--- src/rtl/hdlc_tx_pkg.sv ---
package hdlc_tx_pkg;
    localparam int BYTE_W     = 8;
    localparam int FCS_W      = 16;
    localparam int STUFF_RUN  = 5;
    localparam logic [BYTE_W-1:0] FLAG_PATTERN  = 8'h7E;
    localparam logic [FCS_W-1:0]  FCS_SEED      = 16'hFFFF;
    localparam logic [FCS_W-1:0]  FCS_POLY_REFL = 16'h8408;

    typedef enum logic [1:0] {
        TX_FLAG,
        TX_DATA,
        TX_FCS,
        TX_ABORT
    } tx_phase_e;

    typedef struct packed {
        logic [BYTE_W-1:0] data;
        logic              eom;
    } tx_word_t;

    // one serial step of the reflected CRC
    function automatic logic [FCS_W-1:0] fcs_step(input logic [FCS_W-1:0] cur,
                                                  input logic din);
        logic fb;
        fb = cur[0] ^ din;
        fcs_step = (cur >> 1) ^ (fb ? FCS_POLY_REFL : '0);
    endfunction
endpackage

--- src/rtl/hdlc_tx_holdreg.sv ---
module hdlc_tx_holdreg
    import hdlc_tx_pkg::*;
(
    input  logic     clk,
    input  logic     rst,
    input  logic     flush,
    input  logic     wr_valid,
    input  tx_word_t wr_word,
    input  logic     take,
    output logic     full,
    output tx_word_t word
);
    always_ff @(posedge clk) begin
        if (rst || flush) begin
            full <= 1'b0;
            word <= '0;
        end else if (wr_valid && (!full || take)) begin
            full <= 1'b1;
            word <= wr_word;
        end else if (take) begin
            full <= 1'b0;
        end
    end
endmodule

--- src/rtl/hdlc_tx_fcs.sv ---
module hdlc_tx_fcs
    import hdlc_tx_pkg::*;
(
    input  logic             clk,
    input  logic             rst,
    input  logic             seed,
    input  logic             feed,
    input  logic             shift,
    input  logic             din,
    output logic [FCS_W-1:0] crc
);
    always_ff @(posedge clk) begin
        if (rst || seed) begin
            crc <= FCS_SEED;
        end else if (feed) begin
            crc <= fcs_step(crc, din);
        end else if (shift) begin
            crc <= {1'b0, crc[FCS_W-1:1]};
        end
    end
endmodule

--- src/rtl/hdlc_tx_sticky.sv ---
module hdlc_tx_sticky (
    input  logic clk,
    input  logic rst,
    input  logic set,
    input  logic clr,
    output logic q
);
    // a new event in the same cycle as a clear wins
    always_ff @(posedge clk) begin
        if (rst) begin
            q <= 1'b0;
        end else if (set) begin
            q <= 1'b1;
        end else if (clr) begin
            q <= 1'b0;
        end
    end
endmodule

--- src/rtl/hdlc_tx_serializer.sv ---
module hdlc_tx_serializer
    import hdlc_tx_pkg::*;
(
    input  logic              clk,
    input  logic              rst,
    input  logic              enable,
    input  logic              bit_en,
    input  logic              wr_valid,
    input  logic [BYTE_W-1:0] wr_data,
    input  logic              wr_eom,
    input  logic              uf_clr,
    output logic              tx_bit,
    output logic              irq,
    output logic              uf_flag
);
    localparam int IDX_W     = $clog2(FCS_W);
    localparam int BIT_IDX_W = $clog2(BYTE_W);
    localparam int RUN_W     = $clog2(STUFF_RUN + 1);
    localparam logic [IDX_W-1:0] BYTE_LAST = IDX_W'(BYTE_W - 1);
    localparam logic [IDX_W-1:0] FCS_LAST  = IDX_W'(FCS_W - 1);
    localparam logic [RUN_W-1:0] RUN_TRIP  = RUN_W'(STUFF_RUN - 1);

    tx_phase_e        phase, phase_nxt;
    logic [IDX_W-1:0] idx;
    tx_word_t         cur;
    logic [RUN_W-1:0] run;
    logic             stuff_pend;
    logic             tx_q;

    logic             hold_full;
    tx_word_t         hold_word;
    tx_word_t         wr_word;
    logic [FCS_W-1:0] crc;

    logic step, emit, out_bit, stuffed, last_bit, wrap, take, underflow;
    logic fcs_seed, fcs_feed, fcs_shift;

    assign wr_word = '{data: wr_data, eom: wr_eom};
    assign step    = enable && bit_en;
    assign emit    = step && !stuff_pend;
    assign stuffed = (phase == TX_DATA) || (phase == TX_FCS);

    always_comb begin
        unique case (phase)
            TX_FLAG:  out_bit = FLAG_PATTERN[idx[BIT_IDX_W-1:0]];
            TX_DATA:  out_bit = cur.data[idx[BIT_IDX_W-1:0]];
            TX_FCS:   out_bit = ~crc[0];
            default:  out_bit = 1'b1;
        endcase
    end

    assign last_bit  = (phase == TX_FCS) ? (idx == FCS_LAST) : (idx == BYTE_LAST);
    assign wrap      = emit && last_bit;
    assign take      = wrap && hold_full &&
                       ((phase == TX_FLAG) || (phase == TX_DATA && !cur.eom));
    assign underflow = wrap && (phase == TX_DATA) && !cur.eom && !hold_full;
    assign fcs_seed  = take && (phase == TX_FLAG);
    assign fcs_feed  = emit && (phase == TX_DATA);
    assign fcs_shift = emit && (phase == TX_FCS);

    // phase chosen at the end of each octet (or of the check sequence)
    always_comb begin
        phase_nxt = TX_FLAG;
        unique case (phase)
            TX_FLAG:  phase_nxt = hold_full ? TX_DATA : TX_FLAG;
            TX_DATA:  begin
                if (cur.eom)        phase_nxt = TX_FCS;
                else if (hold_full) phase_nxt = TX_DATA;
                else                phase_nxt = TX_ABORT;
            end
            default:  phase_nxt = TX_FLAG;
        endcase
    end

    always_ff @(posedge clk) begin
        if (rst || !enable) begin
            phase      <= TX_FLAG;
            idx        <= '0;
            cur        <= '0;
            run        <= '0;
            stuff_pend <= 1'b0;
            tx_q       <= 1'b1;
        end else if (step) begin
            if (stuff_pend) begin
                tx_q       <= 1'b0;
                stuff_pend <= 1'b0;
                run        <= '0;
            end else begin
                tx_q <= out_bit;
                if (stuffed) begin
                    run        <= out_bit ? run + 1'b1 : '0;
                    stuff_pend <= out_bit && (run == RUN_TRIP);
                end else begin
                    run <= '0;
                end
                if (last_bit) begin
                    idx   <= '0;
                    phase <= phase_nxt;
                    if (take) begin
                        cur <= hold_word;
                    end
                end else begin
                    idx <= idx + 1'b1;
                end
            end
        end
    end

    hdlc_tx_holdreg u_hold (
        .clk      (clk),
        .rst      (rst),
        .flush    (!enable),
        .wr_valid (wr_valid),
        .wr_word  (wr_word),
        .take     (take),
        .full     (hold_full),
        .word     (hold_word)
    );

    hdlc_tx_fcs u_fcs (
        .clk   (clk),
        .rst   (rst || !enable),
        .seed  (fcs_seed),
        .feed  (fcs_feed),
        .shift (fcs_shift),
        .din   (out_bit),
        .crc   (crc)
    );

    hdlc_tx_sticky u_uf (
        .clk (clk),
        .rst (rst),
        .set (underflow),
        .clr (uf_clr),
        .q   (uf_flag)
    );

    assign tx_bit = tx_q;
    assign irq    = enable && !hold_full;
endmodule

--- config.mk ---
export PLATFORM = sky130hd
export DESIGN_NAME = hdlc_tx_serializer
export DESIGN_NICKNAME = d
export VERILOG_FILES = /design/src/rtl/hdlc_tx_pkg.sv /design/src/rtl/hdlc_tx_holdreg.sv /design/src/rtl/hdlc_tx_fcs.sv /design/src/rtl/hdlc_tx_sticky.sv /design/src/rtl/hdlc_tx_serializer.sv
export SDC_FILE = /design/constraint.sdc
export NUM_CORES = 1
export LEC_CHECK = 0
export BUFFER_PORTS_ARGS = -buffer_cell sky130_fd_sc_hd__buf_2
export CAP_MARGIN = 20
export CELL_PAD_IN_SITES_DETAIL_PLACEMENT = 1
export CELL_PAD_IN_SITES_GLOBAL_PLACEMENT = 1
export CORE_MARGIN = 4
export CORE_UTILIZATION = 44
export DETAILED_ROUTE_END_ITERATION = 8
export PLACE_DENSITY = 0.74
export SYNTH_ARGS = -nofsm -noshare
export SYNTH_HDL_FRONTEND = slang
export SYNTH_HIERARCHICAL = 1
export SYNTH_SLANG_ARGS = --single-unit
--- constraint.sdc ---
create_clock -name clk -period 2.3 [get_ports clk]
set_input_delay 0.46 -clock clk [delete_from_list [all_inputs] [get_ports clk]]
set_output_delay 0.46 -clock clk [all_outputs]
set_load 0.005 [all_outputs]
==> results.txt, run 1 <==
largest net degree at the start of global routing - 21
Yosys reg bits - 48
ratio of cells with drive above 1 in the final layout - 17.63%
Syn Area/Cell - 8.626 um^2
global route total overflow - 0
Top Usage Layer GRT - met2
Area Overhead vs Synth - 13.71%
DIE WIDTH - 78.71 um
Area contributors post-synth - dfxtp_1 (44%), nand2_1 (11%), mux2i_1 (5.5%), ha_1 (4.0%), a21oi_1 (3.4%)
clk slew on worst S/H paths - 90 ps
yosys warns - 6
Buffers on Ports - 17
Period Utilization, post-route - 90.84%
Num CTS Buffers - 5
M2 GR Usage - 29.71%
vias in the first global route - 1890
initial antenna violation count - 0
leakage power - 1.009 nW
Hold Crit Class - in -> reg
gpl congestion - 0.7390
f_max - 0.4787 GHz
Final Util - 52.26%
Site Rows - 25
setup TNS - 0 ps
crit path time final - 2089 ps
Routed WL per cell - 14.10 um
Syn Std Cell Area - 0.002200 mm^2
placed cell areas - 0.002360 mm^2
cell area after layout - 0.002501 mm^2
Post-synth EDFFs - 0
drt via density - 5.125
Tot GR Track Use - 17.91%
CTS tree - built
Worst-Margin Slew - 630.6 ps
clock sink count - 48
num ports - 18
drc violations - 0
DR vias - 1768
area share of the largest cell type after synthesis - 43.69%
syn nets - 277
CORE AREA - 0.004786 mm^2
Post-DP HPWL - 3.458 mm
Cells on Worst Hold Path - 2
Post-CTS Setup Inserts - 0
RSZ-0062 raised after global routing - no
Max transition margin - 57.92%
Crit Path Class - reg -> reg
final hold viol count - 0
drt pass-1 iters - 4
Synth Flop Type - dfxtp_1
Worst Clk Skew - 4.652 ps
r2r worst-path depth - 9
Hold WS - 373.8 ps
Die ar. - 0.006194 mm^2
Seq/Total Area, Yosys - 43.69%
number of diodes - 0
clk_lat worst skew - 300 ps
worst path required time - 2500 ps
Gate Count Post-Synth - 255
Async S/R FF share, synth - 0%
CTS Root Cell - clkbuf_8
final slew viol count - 0
element type at the critical path start - register
run status - complete, no violations
crit path DAT - 2280 ps
VDD IR max - 0.4080 mV
element type at the critical path end - register
die height - 78.71 um
first-pass GRT wire length - 8.935 mm
final setup violation count - 0
library cells used by synthesis - 43
clk buf depth - 2
Total Routed Length - 4.865 mm
met1 usage - 22.88%
nets - 299
CP Max Fanout - 9
max-cap violations - 0
CTS HTree Levels - 2
leading area contributor after synthesis - dfxtp_1
Iteration-0 DRC Markers - 72
antenna-violating nets left - 0
power density over the cells - 628.2 mW/mm^2
starting density of the core - 45.96%
M3 GR Usage - 3.968%
## cell usage after synthesis, types with 2 or more instances
cell type,count
o211ai_1,2
nand2_1,62
dfxtp_1,48
nand3b_1,2
inv_1,11
buf_6,4
nand4b_1,3
buf_2,4
nor2_1,10
nand2b_1,5
a22oi_1,2
ha_1,7
o21ai_0,12
and2_1,2
clkbuf_1,3
a21oi_1,15
a221o_1,2
xnor2_1,3
nor2b_1,5
mux2i_1,12
nand3_1,15
o2111ai_1,2
nor3_1,4
## layout make-up
| cell class | instances | area (um^2) |
|---|---|---|
| tap | 67 | 83.83 |
| fill | 590 | 2285 |
| clock buffer | 6 | 82.58 |
| multi-input combinational | 185 | 1139 |
| inverter | 11 | 41.29 |
| sequential | 48 | 963.4 |
| timing repair buffer | 26 | 152.6 |
| clock inverter | 2 | 38.79 |
## report_power, final
part           total, mW  switching (mW)  internal (mW)  leakage [nW]
Sequential         0.846         0.00740          0.839         0.389
Clock              0.645           0.289          0.356        0.0614
Combinational     0.0801          0.0471         0.0331         0.558
Total               1.57           0.344           1.23          1.01
## cell families (layout without fill, tap and decap cells)
group | after synthesis | count (layout) | synth area share [%]
buf+inv | 22 | 45 | 5.347
flops | 48 | 48 | 43.69
xor+xnor | 4 | 4 | 1.593
simple gates | 116 | 116 | 26.05
compound gates | 45 | 45 | 13.37
mux | 13 | 13 | 5.973
fa+ha+maj | 7 | 7 | 3.982
## final timing paths
path         slack (ps)              to           start
max                 210  u_hold/word[2]        phase[0]
min                 370          u_uf/q             rst
max reg2reg         210  u_hold/word[2]        phase[0]
min reg2reg         460          cur[1]  u_hold/word[1]
## worst max-delay path, stage by stage (launching register included)
cell and delay (ps):
dfxtp_2 370, inv_1 70, ha_1 250, xnor2_2 180
or3b_1 390, buf_4 200, nor2_8 110, nand2b_4 150
nand2_4 120, mux2i_1 140
## metal layers
metal | routed length, um | up-vias
li1 | - | 906
met1 | 2354 | 836
met2 | 2312 | 21
met5 | 0 | -
met4 | 56 | 0
met3 | 142 | 5
## metrics by stage
step	setup WS, ps	power, mW	std cells
4_1_cts	34.46	1.591	345
3_5_place_dp	24.73	0.9451	337
2_1_floorplan	253.9	0.9147	255
6_report	210.8	1.571	345
3_3_place_gp	119.8	0.9433	337
5_1_grt	66.60	1.633	345
## cell usage in the layout (no fill, tap or decap), drive strengths merged
cell type,n
bufinv,1
and3b,1
nor2b,5
o311ai,1
nand2b,5
a32oi,1
a211oi,1
o2111ai,2
nor3,4
mux2i,12
o21ai,13
clkbuf,6
or2,1
a31oi,1
nand3b,2
inv,11
or3b,1
nand3,15
nand4b,3
a21oi,16
dfxtp,48
o2bb2ai,1
o211ai,2
nand2,63
ha,7
nor2,13
nor3b,1
o31ai,1
a22oi,2
a221o,2
mux2,1
a21boi,1
and2,2
buf,26
xor2,1
o31a,1
clkinv,1
xnor2,3
## what timing repair did
item                       4_1_cts  5_1_grt
gates resized for setup          1        5
setup endpoints to repair        2       17
hold buffers                     0        0
cloned                           0        0
## sequential cells by signal, summed over array words and instances (netlist names), 2 cells and up, named ones only
register / flops
idx: 4
run: 3
cur: 9
u_fcs/crc: 16
phase: 2
u_hold/word: 9
(Power assumes the default switching activity.)
==> run 2: changes to the inputs <==
==> constraint.sdc (replaced) <==
create_clock -name clk -period 2.1 [get_ports clk]
set_input_delay 0.42 -clock clk [delete_from_list [all_inputs] [get_ports clk]]
set_output_delay 0.42 -clock clk [all_outputs]
set_load 0.005 [all_outputs]
==> run 2 against run 1 <==
Against the previous run: total power fell by 1.5%; sequential cell count did not move; critical endpoint is now stuff_pend; highest routed layer unchanged; clock power fell by 19%; the run now ends with negative setup slack left; non-clock buffer count rose by 14.
==> results.txt, run 2 (synthesis gave the netlist of run 1 again) <==
Final Util - 54.33%
crit path time final - 2131 ps
CP Launch Point - phase[0]
die height - 78.71 um
Tot GR Track Use - 18.28%
Biggest register - u_fcs/crc
Iteration-0 DRC Markers - 54
VDD IR max - 0.3701 mV
CTS Root Cell - clkbuf_8
Crit Path Class - reg -> reg
CTS Hold Bufs - 0
failing checks - negative setup slack
Hold Path Origin - rst
final std cells w/o fill - 359
run status - finished, violations left
final slew viol count - 0
CTS tree - built
clk slew on worst S/H paths - 90 ps
setup TNS - -30.80 ps
element type at the critical path start - register
clock sink count - 48
Worst Clk Skew - 10.64 ps
max-cap violations - 0
DIE WIDTH - 78.71 um
Site Rows - 25
starting density of the core - 45.96%
Die ar. - 0.006194 mm^2
drc violations - 0
final setup violation count - 1
first-pass GRT wire length - 9.004 mm
drt pass-1 iters - 4
Routed WL per cell - 14.03 um
num ports - 18
number of diodes - 0
most common cell after layout, fill and taps aside - nand2_1
leakage power - 1.076 nW
CP Max Fanout - 5
initial antenna violation count - 0
CORE AREA - 0.004786 mm^2
global route total overflow - 0
DR vias - 1829
dpl cells - 350
Post-DP HPWL - 3.629 mm
buffers and inverters on the worst path - 2
Max transition margin - 58.64%
element type at the critical path end - register
drt via density - 5.095
antenna-violating nets left - 0
Period Utilization, post-route - 101.5%
Num CTS Buffers - 5
ratio of cells with drive above 1 in the final layout - 22.26%
biggest regs - u_fcs/crc x16, cur x9, u_hold/word x9
max reg flops - 16
CP Cell Sequence - inv_1 -> buf_4 -> ha_1 -> and2_1 -> o311ai_0 -> o31ai_2 -> a32oi_1 -> nor2_1
power density over the cells - 595.4 mW/mm^2
clk_lat worst skew - 290 ps
Area Overhead vs Synth - 18.20%
Total Routed Length - 5.037 mm
Buffers on Ports - 17
Worst-Margin Slew - 619.7 ps
gpl congestion - 0.7969
Crit-path slowest cell - o311ai_0
Top delay family on crit path - compound AO/OA/AOI/OAI gates
Critical R2R Launch - phase[0]
largest net degree at the start of global routing - 21
final hold viol count - 0
clk buf depth - 2
f_max - 0.4693 GHz
final worst slack - -30.80 ps
most frequent cells in the layout - nand2_1 (62), dfxtp_1 (48), buf_4 (22)
vias in the first global route - 1938
CTS HTree Levels - 2
max incr delay on CP - 540 ps
Hold Crit Class - in -> reg
crit path DAT - 2320 ps
worst path required time - 2290 ps
nets - 314
run 2: cell type report:
class                      instances  area (um^2)
fill                             598         2186
inverter                          11        41.29
clock buffer                       6        72.57
sequential                        48        960.9
timing repair buffer              40        261.5
multi-input combinational        186         1175
clock inverter                     1        5.005
tap                               67        83.83
run 2: report_power, final:
part | total [mW] | internal (mW) | switching (mW) | leakage, nW
combinational | 0.100 | 0.0431 | 0.0568 | 0.646
clock | 0.522 | 0.227 | 0.295 | 0.0410
sequential | 0.926 | 0.919 | 0.00710 | 0.389
run 2: path summary, 6_finish.rpt:
check,end,slack (ps),depth (start not counted)
setup reg to reg,stuff_pend,-30,8
hold / removal,u_uf/q,320,2
setup / recovery,stuff_pend,-30,8
hold reg to reg,cur[7],460,2
run 2: through the flow:
step	worst slack, ps	power (mW)	hold slack, ps	area, um^2
after floorplan	53.95	1.002	432.2	2200
after CTS	23.35	1.564	315.9	2565
after global routing	-73.97	1.619	326.4	2600
final	-30.80	1.548	323.7	2600
after global placement	41.91	1.040	446.0	2457
after detailed placement	-58.52	1.042	449.6	2457
run 2: timing repair:
item,4_1_cts,5_1_grt
gates resized for setup,5,7
pin swaps,2,2
gates cloned,1,0
buffers inserted,1,0
setup endpoints to repair,25,16
run 2: routing by layer:
| layer | vias to the layer above | wire length [um] | track usage (%) | share of wire [%] |
|---|---|---|---|---|
| li1 | 941 | - | - | - |
| met1 | 854 | 2261 | 22.50 | 45 |
| met2 | 26 | 2568 | 32.43 | 51 |
| met3 | 8 | 141 | 2.721 | 2.8 |
| met4 | 0 | 65 | 6.294 | 1.3 |
| met5 | - | 0 | 0 | 0 |
run 2: worst register-to-register path, stage by stage (launching register included):
cell and delay, ps:
dfxtp_1 360, inv_1 80, buf_4 130, ha_1 230, and2_1 170, o311ai_0 540, o31ai_2 230, a32oi_1 240
nor2_1 50
